`src/rtl/sfs_pkg.sv`:
```
package sfs_pkg;

  // status word bit positions
  localparam int ST_TXC  = 0;
  localparam int ST_OW   = 3;
  localparam int ST_OE   = 4;
  localparam int ST_RXEM = 5;
  localparam int ST_RXHA = 6;
  localparam int ST_RXFU = 7;
  localparam int ST_TXEM = 8;
  localparam int ST_TXHA = 9;
  localparam int ST_TXFU = 10;

  // control word bit positions
  localparam int CT_MODE    = 0;
  localparam int CT_IE_OVR  = 1;
  localparam int CT_IE_TXC  = 2;
  localparam int CT_IE_RXHA = 3;
  localparam int CT_IE_RXFU = 4;
  localparam int CT_IE_TXEM = 5;
  localparam int CT_IE_TXHA = 6;
  localparam int CT_IE_RXNE = 7;
  localparam int CTRL_W     = 8;
  localparam logic [CTRL_W-1:0] CTRL_RST = 8'h01;

  // write-zero-to-clear event flags
  localparam int EV_TXC = 0;
  localparam int EV_OW  = 1;
  localparam int EV_OE  = 2;
  localparam int EV_N   = 3;

  localparam int TERM_N = 7;

  typedef enum logic {
    A_CTRL = 1'b0,
    A_STAT = 1'b1
  } reg_sel_e;

  function automatic int ev_pos(input int idx);
    case (idx)
      EV_TXC:  return ST_TXC;
      EV_OW:   return ST_OW;
      default: return ST_OE;
    endcase
  endfunction

endpackage

```
`src/rtl/sfs_rst_sync.sv`:
```
module sfs_rst_sync (
  input  logic clk_i,
  input  logic rst_ni,
  output logic rst_no
);
  logic [1:0] sync_q;

  always_ff @(posedge clk_i or negedge rst_ni) begin
    if (!rst_ni) sync_q <= 2'b00;
    else         sync_q <= {sync_q[0], 1'b1};
  end

  assign rst_no = sync_q[1];
endmodule

```
`src/rtl/sfs_fifo.sv`:
```
module sfs_fifo #(
  parameter  int W     = 8,
  parameter  int DEPTH = 8,
  localparam int AW    = $clog2(DEPTH),
  localparam int CW    = AW + 1
) (
  input  logic          clk_i,
  input  logic          rst_ni,
  input  logic          push_i,
  input  logic [W-1:0]  wdata_i,
  input  logic          pop_i,
  output logic [W-1:0]  head_o,
  output logic [CW-1:0] cnt_o,
  output logic [CW-1:0] cnt_nxt_o,
  output logic          full_o,
  output logic          empty_o
);
  logic [W-1:0]  mem_q [DEPTH];
  logic [AW-1:0] rd_q, rd_d, wr_q, wr_d;
  logic [CW-1:0] cnt_q, cnt_d;
  logic          push_ok, pop_ok;

  function automatic logic [AW-1:0] ptr_inc(input logic [AW-1:0] p);
    return (p == AW'(DEPTH - 1)) ? '0 : p + AW'(1);
  endfunction

  assign full_o  = (cnt_q == CW'(DEPTH));
  assign empty_o = (cnt_q == '0);
  assign push_ok = push_i && !full_o;
  assign pop_ok  = pop_i && !empty_o;

  always_comb begin
    rd_d  = pop_ok  ? ptr_inc(rd_q) : rd_q;
    wr_d  = push_ok ? ptr_inc(wr_q) : wr_q;
    cnt_d = cnt_q + CW'(push_ok) - CW'(pop_ok);
  end

  always_ff @(posedge clk_i or negedge rst_ni) begin
    if (!rst_ni) begin
      rd_q  <= '0;
      wr_q  <= '0;
      cnt_q <= '0;
    end else begin
      rd_q  <= rd_d;
      wr_q  <= wr_d;
      cnt_q <= cnt_d;
    end
  end

  always_ff @(posedge clk_i) begin
    if (push_ok) mem_q[wr_q] <= wdata_i;
  end

  assign head_o    = mem_q[rd_q];
  assign cnt_o     = cnt_q;
  assign cnt_nxt_o = cnt_d;

  // level bounded by depth
  a_r2_no_overflow: assert property (@(posedge clk_i) disable iff (!rst_ni)
    cnt_q <= CW'(DEPTH));
  // push into a full queue is dropped
  a_r2_full_drop: assert property (@(posedge clk_i) disable iff (!rst_ni)
    (full_o && push_i && !pop_i) |=> (cnt_q == CW'(DEPTH)));
  // pop from an empty queue is ignored
  a_r2_empty_pop: assert property (@(posedge clk_i) disable iff (!rst_ni)
    (empty_o && pop_i && !push_i) |=> (cnt_q == '0));
endmodule

```
`src/rtl/sfs_evflag.sv`:
```
module sfs_evflag (
  input  logic clk_i,
  input  logic rst_ni,
  input  logic set_i,
  input  logic wclr_i,
  output logic q_o
);
  logic q_q, q_d;

  always_comb begin
    if (set_i)       q_d = 1'b1;
    else if (wclr_i) q_d = 1'b0;
    else             q_d = q_q;
  end

  always_ff @(posedge clk_i or negedge rst_ni) begin
    if (!rst_ni) q_q <= 1'b0;
    else         q_q <= q_d;
  end

  assign q_o = q_q;

  // a set in the same cycle as a clearing write wins
  a_r8_set_wins: assert property (@(posedge clk_i) disable iff (!rst_ni)
    set_i |=> q_o);
endmodule

```
`src/rtl/sfs_irq.sv`:
```
module sfs_irq #(
  parameter int N = 7
) (
  input  logic         clk_i,
  input  logic         rst_ni,
  input  logic [N-1:0] terms_i,
  output logic         irq_o
);
  logic irq_q, irq_d;

  assign irq_d = |terms_i;

  always_ff @(posedge clk_i or negedge rst_ni) begin
    if (!rst_ni) irq_q <= 1'b0;
    else         irq_q <= irq_d;
  end

  assign irq_o = irq_q;
endmodule

```
`src/rtl/spi_fifo_stat.sv`:
```
module spi_fifo_stat
  import sfs_pkg::*;
#(
  parameter  int DATA_W = 8,
  parameter  int DEPTH  = 8,
  parameter  int REG_W  = 32,
  localparam int CW     = $clog2(DEPTH) + 1,
  localparam int HALF   = DEPTH / 2
) (
  input  logic              clk_i,
  input  logic              rst_ni,
  input  logic              reg_wr_i,
  input  logic              reg_addr_i,
  input  logic [REG_W-1:0]  reg_wdata_i,
  output logic [REG_W-1:0]  reg_rdata_o,
  input  logic              tx_push_i,
  input  logic [DATA_W-1:0] tx_data_i,
  input  logic              rx_pop_i,
  output logic [DATA_W-1:0] rx_data_o,
  output logic              eng_tx_req_o,
  output logic [DATA_W-1:0] eng_tx_data_o,
  input  logic              eng_tx_take_i,
  input  logic              eng_rx_valid_i,
  input  logic [DATA_W-1:0] eng_rx_data_i,
  input  logic              eng_done_i,
  output logic              irq_o
);
  logic              rst_n;
  logic [CW-1:0]     tx_cnt, tx_cnt_nxt, rx_cnt, rx_cnt_nxt;
  logic              tx_full, tx_empty, rx_full, rx_empty, rx_half;
  logic              tx_push_ok;
  logic [CTRL_W-1:0] ctrl_q, ctrl_d;
  logic              txha_q, txha_d, txha_reach;
  logic              ctrl_wr, stat_wr, mode;
  logic [EV_N-1:0]   ev_set, ev_q;
  logic [TERM_N-1:0] terms;
  logic [REG_W-1:0]  stat;

  sfs_rst_sync u_rst (
    .clk_i  (clk_i),
    .rst_ni (rst_ni),
    .rst_no (rst_n)
  );

  sfs_fifo #(.W(DATA_W), .DEPTH(DEPTH)) u_txq (
    .clk_i     (clk_i),
    .rst_ni    (rst_n),
    .push_i    (tx_push_i),
    .wdata_i   (tx_data_i),
    .pop_i     (eng_tx_take_i),
    .head_o    (eng_tx_data_o),
    .cnt_o     (tx_cnt),
    .cnt_nxt_o (tx_cnt_nxt),
    .full_o    (tx_full),
    .empty_o   (tx_empty)
  );

  sfs_fifo #(.W(DATA_W), .DEPTH(DEPTH)) u_rxq (
    .clk_i     (clk_i),
    .rst_ni    (rst_n),
    .push_i    (eng_rx_valid_i),
    .wdata_i   (eng_rx_data_i),
    .pop_i     (rx_pop_i),
    .head_o    (rx_data_o),
    .cnt_o     (rx_cnt),
    .cnt_nxt_o (rx_cnt_nxt),
    .full_o    (rx_full),
    .empty_o   (rx_empty)
  );

  assign eng_tx_req_o = !tx_empty;
  assign rx_half      = (rx_cnt >= CW'(HALF));
  assign tx_push_ok   = tx_push_i && !tx_full;
  assign ctrl_wr      = reg_wr_i && (reg_sel_e'(reg_addr_i) == A_CTRL);
  assign stat_wr      = reg_wr_i && (reg_sel_e'(reg_addr_i) == A_STAT);
  assign mode         = ctrl_q[CT_MODE];

  // control register
  always_comb begin
    ctrl_d = ctrl_q;
    if (ctrl_wr) ctrl_d = reg_wdata_i[CTRL_W-1:0];
  end

  always_ff @(posedge clk_i or negedge rst_n) begin
    if (!rst_n) ctrl_q <= CTRL_RST;
    else        ctrl_q <= ctrl_d;
  end

  // sticky transmit halfway latch
  assign txha_reach = (tx_cnt_nxt == CW'(HALF)) && (tx_cnt != CW'(HALF));

  always_comb begin
    if (txha_reach)      txha_d = 1'b1;
    else if (tx_push_ok) txha_d = 1'b0;
    else                 txha_d = txha_q;
  end

  always_ff @(posedge clk_i or negedge rst_n) begin
    if (!rst_n) txha_q <= 1'b0;
    else        txha_q <= txha_d;
  end

  // write-zero-to-clear event flags
  always_comb begin
    ev_set         = '0;
    ev_set[EV_TXC] = eng_done_i && tx_empty;
    ev_set[EV_OW]  = (rx_cnt_nxt == CW'(DEPTH)) && !rx_full;
    ev_set[EV_OE]  = eng_rx_valid_i && rx_full;
  end

  for (genvar gi = 0; gi < EV_N; gi++) begin : g_ev
    sfs_evflag u_ev (
      .clk_i  (clk_i),
      .rst_ni (rst_n),
      .set_i  (ev_set[gi]),
      .wclr_i (stat_wr && !reg_wdata_i[ev_pos(gi)]),
      .q_o    (ev_q[gi])
    );
  end

  // status word
  always_comb begin
    stat = '0;
    if (mode) begin
      stat[ST_TXFU] = tx_full;
      stat[ST_TXHA] = txha_q;
      stat[ST_TXEM] = tx_empty;
      stat[ST_RXFU] = rx_full;
      stat[ST_RXHA] = rx_half;
      stat[ST_RXEM] = rx_empty;
    end
    stat[ST_OE]  = ev_q[EV_OE];
    stat[ST_OW]  = ev_q[EV_OW];
    stat[ST_TXC] = ev_q[EV_TXC];
  end

  assign reg_rdata_o = (reg_sel_e'(reg_addr_i) == A_CTRL) ? REG_W'(ctrl_q) : stat;

  // interrupt terms
  always_comb begin
    terms    = '0;
    terms[0] = ctrl_q[CT_IE_OVR] && (ev_q[EV_OE] || ev_q[EV_OW]);
    terms[1] = ctrl_q[CT_IE_TXC] && ev_q[EV_TXC];
    terms[2] = mode && ctrl_q[CT_IE_RXHA] && rx_half;
    terms[3] = mode && ctrl_q[CT_IE_RXFU] && rx_full;
    terms[4] = mode && ctrl_q[CT_IE_TXEM] && tx_empty;
    terms[5] = mode && ctrl_q[CT_IE_TXHA] && txha_q;
    terms[6] = mode && ctrl_q[CT_IE_RXNE] && !rx_empty;
  end

  sfs_irq #(.N(TERM_N)) u_irq (
    .clk_i   (clk_i),
    .rst_ni  (rst_n),
    .terms_i (terms),
    .irq_o   (irq_o)
  );

  // latch sets when the level arrives at half
  a_r4_txha_on_reach: assert property (@(posedge clk_i) disable iff (!rst_n)
    ((tx_cnt_nxt == CW'(HALF)) && (tx_cnt != CW'(HALF))) |=> txha_q);
  // latch holds without an accepted push
  a_r4_txha_sticky: assert property (@(posedge clk_i) disable iff (!rst_n)
    (txha_q && !(tx_push_i && !tx_full)) |=> txha_q);
  // arrival into a full receive queue flags overrun
  a_r6_overrun: assert property (@(posedge clk_i) disable iff (!rst_n)
    (rx_full && eng_rx_valid_i) |=> reg_sel_e'(1'b1) == A_STAT && ev_q[EV_OE]);
  // warning on reaching full
  a_r7_warn: assert property (@(posedge clk_i) disable iff (!rst_n)
    ((rx_cnt_nxt == CW'(DEPTH)) && !rx_full) |=> ev_q[EV_OW]);
  // mode off and unmaskable enables off keep the request low
  a_r12_mode_off_quiet: assert property (@(posedge clk_i) disable iff (!rst_n)
    (!ctrl_q[CT_MODE] && !ctrl_q[CT_IE_OVR] && !ctrl_q[CT_IE_TXC]) |=> !irq_o);
endmodule

```
`config.mk`:
```
export PLATFORM = sky130hd
export DESIGN_NAME = spi_fifo_stat
export DESIGN_NICKNAME = d
export VERILOG_FILES = /design/src/rtl/sfs_pkg.sv /design/src/rtl/sfs_rst_sync.sv /design/src/rtl/sfs_fifo.sv /design/src/rtl/sfs_evflag.sv /design/src/rtl/sfs_irq.sv /design/src/rtl/spi_fifo_stat.sv
export SDC_FILE = /design/constraint.sdc
export NUM_CORES = 1
export LEC_CHECK = 0
export BUFFER_PORTS_ARGS = -buffer_cell sky130_fd_sc_hd__buf_2
export CAP_MARGIN = 10
export CORE_MARGIN = 5
export CORE_UTILIZATION = 50
export DETAILED_ROUTE_END_ITERATION = 7
export PLACE_DENSITY = 0.71
export SKIP_CTS_REPAIR_TIMING = 1
export SYNTH_ARGS = -nofsm -noshare
export SYNTH_HDL_FRONTEND = slang
export SYNTH_HIERARCHICAL = 1
export SYNTH_SLANG_ARGS = --single-unit
export TNS_END_PERCENT = 10
```
`constraint.sdc`:
```
create_clock -name clk_i -period 5.8 [get_ports clk_i]
set_clock_uncertainty 0.2 [all_clocks]
set_input_delay 1.16 -clock clk_i [delete_from_list [all_inputs] [get_ports clk_i]]
set_output_delay 1.16 -clock clk_i [all_outputs]
set_load 0.02 [all_outputs]
```
# Yosys cells after proc, flatten, opt, wreduce, memory -nomap -nowiden
# Memory sizes are Yosys's and may differ from the RTL's.
# Cells that the tools add are included.
# op_classes
add_sub_neg	8
magnitude_cmp	1
eq_ne	9
mux	18
bitwise_logic	1
reduce_logical	40
# ops
operator	n
$logic_and A1 B1 Y1	25
$add A3 B1 Y3 const B	4
$eq A3 B3 Y1 const B	4
$eq A4 B4 Y1 const B	3
$mux W1	12
$mux W3	4
$mux W11	1
$add A4 B1 Y4	2
$logic_not A4 Y1	2
$reduce_bool A2 Y1	4
$sub A4 B1 Y4	2
$logic_not A1 Y1	7
$reduce_or A7 Y1	1
$mux W6	1
$eq A4 B3 Y1 const B	1
$ge A4 B3 Y1 const B	1
$ne A4 B3 Y1 const B	1
$logic_or A1 B1 Y1	1
$not A1 Y1	1
# word_totals
regBits	35
ram_bits	128
in_bits	57
out_inout_bits	50
wordCells	92
memories	2
# memory_table
memory	words	word_bits	rd	rd_ports_with_merged_regs	wr	line_no	text
u_rxq.mem_q	8	8	1	0	1	sfs_fifo.sv:18	logic [W-1:0] mem_q [DEPTH];
u_txq.mem_q	8	8	1	0	1	sfs_fifo.sv:18	

# Depth between registers and ports, before layout
# Gate-level depths: netlist (run 1).
# depth
ltp_word	8
mapped_depth	14

# Cells and area by module
# Netlist (run 1), hierarchy kept.
# modules_own_cells
mod	instances	cells_per_inst	area_each_um2
sfs_fifo (u_rxq)	1	152	3104.2
sfs_fifo (u_txq)	1	151	3098.0
spi_fifo_stat	1	81	734.5
sfs_evflag	3	3	36.3
sfs_rst_sync	1	3	53.8
sfs_irq	1	4	40.0

# Least setup slack after synthesis (run 1)
# OpenSTA, ideal clock, no wires.
# synth_timing
path_type	input to output
from	in reg_addr_i
to	out reg_rdata_o[5]
t_arrival_ps	1802
path_slack_ps	2638
cell_stages	2
path_cell_list	buf_2 o21ai_0
# synth_via
elab_chain_len	1
# synth_lines
element	line_no	text
start: declaration	spi_fifo_stat.sv:13	input logic reg_addr_i,
$mux W11	spi_fifo_stat.sv:137	assign reg_rdata_o = (reg_sel_e'(reg_addr_i) == A_CTRL) ? REG_W'(ctrl_q) : stat;
end: declaration	spi_fifo_stat.sv:15	output logic [REG_W-1:0] reg_rdata_o,
# Every way passes these cells.

# Final worst setup path (run 1)
# layout_timing
from	reg u_rxq.rd_q[0]
to	out rx_data_o[1]
# layout_via
elab_chain_len	1
# layout_lines
element	line_no	text
start: declaration	sfs_fifo.sv:19	logic [AW-1:0] rd_q, rd_d, wr_q, wr_d;
start signal: assignment	sfs_fifo.sv:44	rd_q <= rd_d;
$mem_v2 Z8 W8	-	
end: declaration	spi_fifo_stat.sv:19	output logic [DATA_W-1:0] rx_data_o,
# Every way passes these cells.

==> results of run 1 <==
flip-flops by register name, summed over array words and instances, names as in the netlist:
name / cells
u_rxq/mem_q: 64
u_txq/cnt_o: 4
u_rst/sync_q: 2
ctrl_q: 8
u_txq/mem_q: 64
txha_q: 1
g_ev.u_ev/q_o: 3
u_rxq/wr_q: 3
u_txq/wr_q: 3
u_rxq/cnt_o: 4
u_irq/irq_o: 1
u_rxq/rd_q: 3
u_txq/rd_q: 3
through the flow:
step / worst slack (ns) / hold WS [ns] / cell area [um2] / cells / util
after floorplan: 2.64 / 0.131 / 7210 / 420 / -
after global placement: 2.27 / 0.0823 / 7570 / 637 / 0.543
after detailed placement: 2.27 / 0.0938 / 7570 / 637 / 0.543
after CTS: 1.81 / 0.0926 / 8160 / 669 / 0.585
after global routing: 1.74 / 0.128 / 8160 / 670 / 0.586
final: 1.87 / 0.0654 / 8160 / 670 / 0.586
how the worst max path moves through the flow:
stage	slack, ns	from	to	depth (start not counted)
2_1_floorplan	2.64	reg_addr_i	reg_rdata_o[5]	2
3_3_place_gp	2.27	u_rxq/rd_q[0]$_DFFE_PN0P_	rx_data_o[2]	3
3_5_place_dp	2.27	u_rxq/rd_q[0]$_DFFE_PN0P_	rx_data_o[1]	3
4_1_cts	1.81	u_txq/rd_q[0]$_DFFE_PN0P_	eng_tx_data_o[1]	3
5_1_grt	1.74	u_rxq/rd_q[0]$_DFFE_PN0P_	rx_data_o[1]	3
6_report	1.87	u_rxq/rd_q[0]$_DFFE_PN0P_	rx_data_o[1]	3
per-layer routing:
layer  part of all wire  vias to the layer above
li1                   -                     1653
met1               0.43                     1786
met2               0.49                      101
met3              0.063                       16
met4              0.017                        0
met5                  0                        -
worst register-to-register path, cell delays in order, from the launching register on:
cell	delay (ns)
dfrtp_1	0.37
inv_1	0.10
ha_1	0.15
nor3b_1	0.43
nand2b_1	0.31
inv_1	0.08
ha_1	0.27
inv_1	0.06
ha_1	0.15
inv_1	0.06
fa_1	0.39
xnor2_1	0.21
nor4b_1	0.28
a22o_1	0.18
layout make-up:
cell class / instances / area share
Timing Repair Buffer: 72 / 0.0472
Multi-Input combinational cell: 198 / 0.263
Inverter: 25 / 0.0115
Clock buffer: 18 / 0.0526
Sequential cell: 163 / 0.578
Clock inverter: 14 / 0.0198
Tap cell: 180 / 0.0276
layout by cell type (no fill, tap or decap), types with 3 or more instances in the layout:
cell type | Yosys | routed
buf_2 | 4 | 61
dfrtp_1 | 34 | 34
ha_1 | 20 | 20
nor2b_1 | 4 | 4
nand2_1 | 5 | 5
mux4_2 | 16 | 16
nor2_1 | 14 | 14
a21o_1 | 5 | 5
conb_1 | 2 | 22
nor4_1 | 4 | 4
mux2_2 | 23 | 23
nand2b_1 | 7 | 7
inv_1 | 25 | 25
and3_1 | 6 | 6
mux2_4 | 16 | 16
o21ai_0 | 3 | 3
nor3_1 | 9 | 8
clkbuf_16 | 0 | 17
bufinv_16 | 0 | 3
edfxtp_1 | 128 | 128
nand3_1 | 4 | 4
and2_1 | 4 | 4
clkinv_2 | 0 | 3
clkinvlp_4 | 0 | 3
mux4_1 | 16 | 16
buf_4 | 21 | 10
power by group through the flow:
stage,combinational (uW),clock (uW),sequential [uW]
4_1_cts,1300,1130,1790
5_1_grt,1410,1190,1820
3_5_place_dp,1300,0,1810
3_3_place_gp,1250,0,1790
6_report,1280,1110,1780
2_1_floorplan,1150,0,1620
cell families after synthesis:
logic type	count (synthesis)
other	2
muxes	71
xor gates and xnor gates	4
AOI/OAI and AO/OA	14
DFF	163
and+or+nand+nor	65
buffers and inverters	59
adders and majority gates	22
==> impl_metrics.py, run 1 <==
metrics = {
    "setup_path": {
        "r2r_end": "txha_q$_DFFE_PN0P_",
        "reg2regPathDepth": 13,
        "arrival_ns": 2.57,
        "max_stage_delay_ns": 1.04,
        "critPathKind": "reg2out",
        "crit_chain": "mux4_1, mux2_4, buf_2",
        "crit_path_end_kind": "output pin",
        "path_delay_family": "flip-flops",
        "crit_fanout": 19,
        "r2r_slack_ns": 2.51,
        "rr_startpoint": "u_txq/cnt_o[2]$_DFF_PN0_",
        "path_buf_inv": 1,
        "startpoint_type": "flip-flop",
        "worstPathRequired_ns": 4.44,
        "slowest_stage": "dfrtp_1",
    },
    "pwr": {
        "seqPwrFrac": 0.427,
        "combPwrFrac": 0.308,
        "swShare": 0.312,
        "p_leak_uw": 0.00324,
        "p_int_uw": 2870,
        "total_power_uw": 4170,
        "p_switching_uw": 1300,
        "p_per_area_nw_per_um2": 510,
        "pwr-share-clk": 0.266,
        "peakVddDrop_uv": 265,
    },
    "sta": {
        "slew_headroom": 0.294,
        "setup_tns_ns": 0,
        "post-route-period-util": 0.678,
        "rsz0062_at_grt": "false",
        "setup_viol": 0,
        "fmax_mhz": 254,
        "fin_crit_ns": 3.93,
        "drv_slew": 0,
        "final_hold_viol_count": 0,
        "tightest_slew_ns": 1.06,
    },
    "grt": {
        "met1_usage": 0.205,
        "overflow": 0,
        "grt_pass1_wl_um": 19700,
        "grt_usage": 0.157,
        "met2_usage": 0.253,
        "grt.busiest_layer": "met2",
        "antenna_found_initial": 0,
        "grt_max_degree": 34,
        "grt_pass1_vias": 3788,
        "use_met3": 0.0392,
    },
    "cells_and_area": {
        "register_area_um2": 4720,
        "drive_gt1_frac": 0.331,
        "area_growth_pct": 14.3,
        "fin_nets": 556,
        "multi_input_area_um2": 2150,
        "diodes": 0,
        "nFillCells": 1048,
    },
    "cts": {
        "root_buffer": "clkbuf_16",
        "cts-htree-levels": 4,
        "cts_inserted_buffers": 17,
        "insertion_delay_ns": 0.42,
        "clkTransAtPathRegs_ns": 0.07,
        "clockBufferDepth": 2,
        "numClockSinks": 163,
        "cts_tree": "yes",
    },
    "yosys": {
        "ys.flop_type": "edfxtp_1",
        "ys_warn_count": 6,
        "yosysMostFrequentCell": "edfxtp_1",
        "synthTopCellsByCount": "128 x edfxtp_1, 34 x dfrtp_1, 25 x inv_1",
        "avgSynthCellArea_um2": 17.8,
        "synth_compound_area_frac": 0.0135,
        "yosys.area.top_type": "edfxtp_1",
        "seq_area_frac_synth": 0.661,
        "synth_area_leaders": "edfxtp_1 54%, dfrtp_1 12%, mux4_1 5.9%",
        "synth-xor-area-share": 0.00491,
        "synth_top_area_frac": 0.538,
        "ys_ff_latch": 163,
        "yosysUniqueCellTypes": 40,
        "synth_edf_count": 128,
        "async_reset_ff_frac": 0.215,
        "synth_top_family_by_area": "multiplexers",
        "syn_inst": 400,
        "synthMuxAreaShare": 0.179,
        "synthAdderAreaFrac": 0.0407,
        "synthSimpleGateAreaFrac": 0.0499,
        "syn_area_um2": 7140,
    },
    "route": {
        "vias": 3556,
        "wl_per_cell_um": 18.1,
        "drt_iter0_markers": 218,
        "dr.pass1.iters": 4,
        "antenna_left": 0,
        "drc": 0,
        "routed_wl_um": 12100,
        "vias_per_cell": 5.31,
    },
    "outcome": {
        "outcome": "finished, final reports clean",
    },
    "die": {
        "rows": 43,
        "initial_utilization": 0.512,
        "core_um2": 13900,
        "die_area_um2": 16800,
        "die_h_um": 129,
        "num_io_pins": 107,
        "dieWidth_um": 129,
    },
    "placement": {
        "port_buffers": 61,
        "gp_congestion": 0.805,
        "hpwl_um": 8020,
    },
    "job": {
        "maxCapViolCount": 0,
    },
    "hold_path": {
        "hold_path.class": "reg2async",
    },
}
Note: power is estimated with default switching activity, not from simulation.
==> run 2, diff against run 1 <==
--- a/config.mk
+++ b/config.mk
@@ -5,6 +5,7 @@
 export SDC_FILE = /design/constraint.sdc
 export NUM_CORES = 1
 export LEC_CHECK = 0
+export ABC_AREA = 1
 export BUFFER_PORTS_ARGS = -buffer_cell sky130_fd_sc_hd__buf_2
 export CAP_MARGIN = 10
 export CORE_MARGIN = 5
==> constraint.sdc (replaced) <==
create_clock -name clk_i -period 4 [get_ports clk_i]
set_clock_uncertainty 0.2 [all_clocks]
set_input_delay 0.8 -clock clk_i [delete_from_list [all_inputs] [get_ports clk_i]]
set_output_delay 0.8 -clock clk_i [all_outputs]
set_load 0.02 [all_outputs]
==> run 2 against run 1 <==
Net effect:
- wire length increased by 23%
- synthesized cell count increased by 110%
- critical path type unchanged
- flip-flop and latch count unchanged
- critical endpoint is now rx_data_o[6]
- non-clock buffer count increased by 10
- clock power increased by 46%
- register-to-register slack got worse by 1.4 ns
- area after synthesis increased by 11%
- first-iteration DRC count increased by 28%
==> impl_metrics.py, run 2 <==
metrics = {
    "outcome": {
        "outcome": "finished, final reports clean",
    },
    "cells_and_area": {
        "fin_nets": 1005,
        "reg_top3": "u_rxq/mem_q: 64 flops, u_txq/mem_q: 64 flops, ctrl_q: 8 flops",
        "multi_input_area_um2": 2180,
        "area_growth_pct": 12.7,
        "nFillCells": 1350,
        "final_common_cell": "nand2_1",
        "register_area_um2": 4720,
        "drive_gt1_frac": 0.143,
        "stdcell_area_um2": 8970,
        "final_cell_mix": "258 x nand2_1, 189 x inv_1, 128 x edfxtp_1",
        "diodes": 0,
    },
    "hold_path": {
        "hold_path.class": "reg2async",
    },
    "cts": {
        "cts_tree": "yes",
        "root_buffer": "clkbuf_16",
        "clockBufferDepth": 2,
        "clkTransAtPathRegs_ns": 0.07,
        "cts-htree-levels": 4,
        "insertion_delay_ns": 0.41,
        "cts_inserted_buffers": 17,
        "numClockSinks": 163,
    },
    "sta": {
        "fin_ws_ns": 0.913,
        "fmax_mhz": 324,
        "tightest_slew_ns": 0.829,
        "slew_headroom": 0.447,
        "hold_slack_ns": 0.0805,
        "rsz0062_at_grt": "false",
        "final_hold_viol_count": 0,
        "fin_crit_ns": 3.09,
        "drv_slew": 0,
        "setup_tns_ns": 0,
        "setup_viol": 0,
        "post-route-period-util": 0.772,
    },
    "pwr": {
        "pwr-share-clk": 0.255,
        "seqPwrFrac": 0.376,
        "combPwrFrac": 0.369,
        "total_power_uw": 6350,
        "p_int_uw": 3870,
        "swShare": 0.390,
        "peakVddDrop_uv": 341,
        "p_leak_uw": 0.00445,
        "p_per_area_nw_per_um2": 708,
        "p_switching_uw": 2480,
    },
    "die": {
        "die_area_um2": 18500,
        "core_um2": 15800,
        "num_io_pins": 107,
        "rows": 46,
        "die_h_um": 136,
        "initial_utilization": 0.505,
        "dieWidth_um": 136,
    },
    "yosys": {
        "synth_top_area_frac": 0.483,
        "ys_ff_latch": 163,
        "synth_area_leaders": "edfxtp_1 48%, nand2_1 12%, dfrtp_1 11%",
        "seq_area_frac_synth": 0.593,
        "synth_edf_count": 128,
        "async_reset_ff_frac": 0.215,
        "syn_area_um2": 7960,
        "yosys.area.top_type": "edfxtp_1",
        "yosysUniqueCellTypes": 28,
        "yosysMostFrequentCell": "nand2_1",
        "avgSynthCellArea_um2": 9.34,
        "syn_inst": 852,
        "synthTopCellsByCount": "258 x nand2_1, 189 x inv_1, 128 x edfxtp_1",
        "ys_warn_count": 6,
        "ys.flop_type": "edfxtp_1",
    },
    "route": {
        "dr.pass1.iters": 5,
        "drt_iter0_markers": 279,
        "routed_wl_um": 15000,
        "vias_per_cell": 4.62,
        "wl_per_cell_um": 12.9,
        "vias": 5337,
        "antenna_left": 0,
        "drc": 0,
    },
    "setup_path": {
        "reg2regPathDepth": 15,
        "crit_fanout": 19,
        "rr_startpoint": "u_rxq/cnt_o[2]$_DFF_PN0_",
        "crit_path_end_kind": "output pin",
        "worstPathRequired_ns": 3.00,
        "crit_start": "u_rxq/rd_q[1]$_DFFE_PN0P_",
        "startpoint_type": "flip-flop",
        "arrival_ns": 2.09,
        "critPathKind": "reg2out",
    },
    "placement": {
        "dp_slack_ns": 1.01,
        "hpwl_um": 9590,
        "placed_area_um2": 8370,
        "gp_congestion": 0.769,
        "port_buffers": 61,
    },
    "grt": {
        "grt_max_degree": 36,
        "overflow": 0,
        "grt_pass1_wl_um": 23900,
        "antenna_found_initial": 0,
        "grt_usage": 0.169,
        "grt_pass1_vias": 4985,
    },
    "job": {
        "maxCapViolCount": 0,
    },
}
==> run 2: cell types whose count changed after synthesis, sizes merged, moves of 6 or more <==
cell	before	now
nand2	7	269
inv	25	194
nand3	4	75
mux2	39	0
mux4	32	0
buf	31	47
nor2	14	27
nor3	9	21
o21ai	3	13
a21oi	2	10
nand2b	7	0
and3	6	0
==> run 2: path summary, 6_finish.rpt <==
path	end	slack, ns
worst max register to register	g_ev[1].u_ev/q_o$_DFFE_PN0P_	1.15
max in group asynchronous	u_rst/sync_q[1]$_DFF_PN0_	3.02
min in group clk_i	u_rst/sync_q[1]$_DFF_PN0_	0.15
worst max-delay path	rx_data_o[6]	0.91
worst min-delay path	g_ev[1].u_ev/q_o$_DFFE_PN0P_	0.08
worst min register to register	g_ev[1].u_ev/q_o$_DFFE_PN0P_	0.08
==> run 2: kinds of logic (layout without fill, tap and decap cells) <==
logic type | Yosys count | after routing | synth area share
compound gates | 24 | 24 | 0.0152
flops | 163 | 163 | 0.593
other cells | 2 | 22 | 0.000944
buf+inv | 243 | 310 | 0.143
xor+xnor | 4 | 4 | 0.00440
simple gates | 394 | 394 | 0.207
fa+ha+maj | 22 | 22 | 0.0365
==> run 2: area by class of cell <==
| type | instances | share of cell area |
|---|---|---|
| clock buffer | 17 | 0.0474 |
| clock inverter | 15 | 0.0188 |
| inverter | 196 | 0.0831 |
| multi-input combinational | 466 | 0.243 |
| sequential | 163 | 0.526 |
| tap | 216 | 0.0301 |
| timing repair buffer | 82 | 0.0519 |
==> run 2: stage by stage <==
stage | utilization | cells
2_1_floorplan | - | 872
3_3_place_gp | 0.531 | 1122
3_5_place_dp | 0.531 | 1122
4_1_cts | 0.568 | 1154
5_1_grt | 0.569 | 1155
6_report | 0.569 | 1155
==> run 2: metal layers <==
metal / vias up / share of wire / wire [um] / GRT usage
met1: 2449 / 0.43 / 6490 / 0.212
met2: 135 / 0.49 / 7360 / 0.286
met5: - / 0 / 0 / 0
met3: 18 / 0.054 / 814 / 0.0344
met4: 0 / 0.019 / 289 / 0.0677
li1: 2735 / - / - / -
==> run 2: worst max-delay path, cell delays in order, from the launching register on <==
cell and delay, ns:
dfrtp_1 0.88, inv_4 0.23, nand3_1 0.15, nand2_1 0.06
nand2_1 0.07, nand2_1 0.10, buf_2 0.17
==> run 2: power groups by stage <==
stage               Sequential (uW)  Combinational, uW  Clock (uW)
floorplan                      2320               1920           0
global placement               2410               2300           0
global route                   2420               2650        1720
finish                         2390               2350        1620
detailed placement             2420               2350           0
CTS                            2390               2370        1650
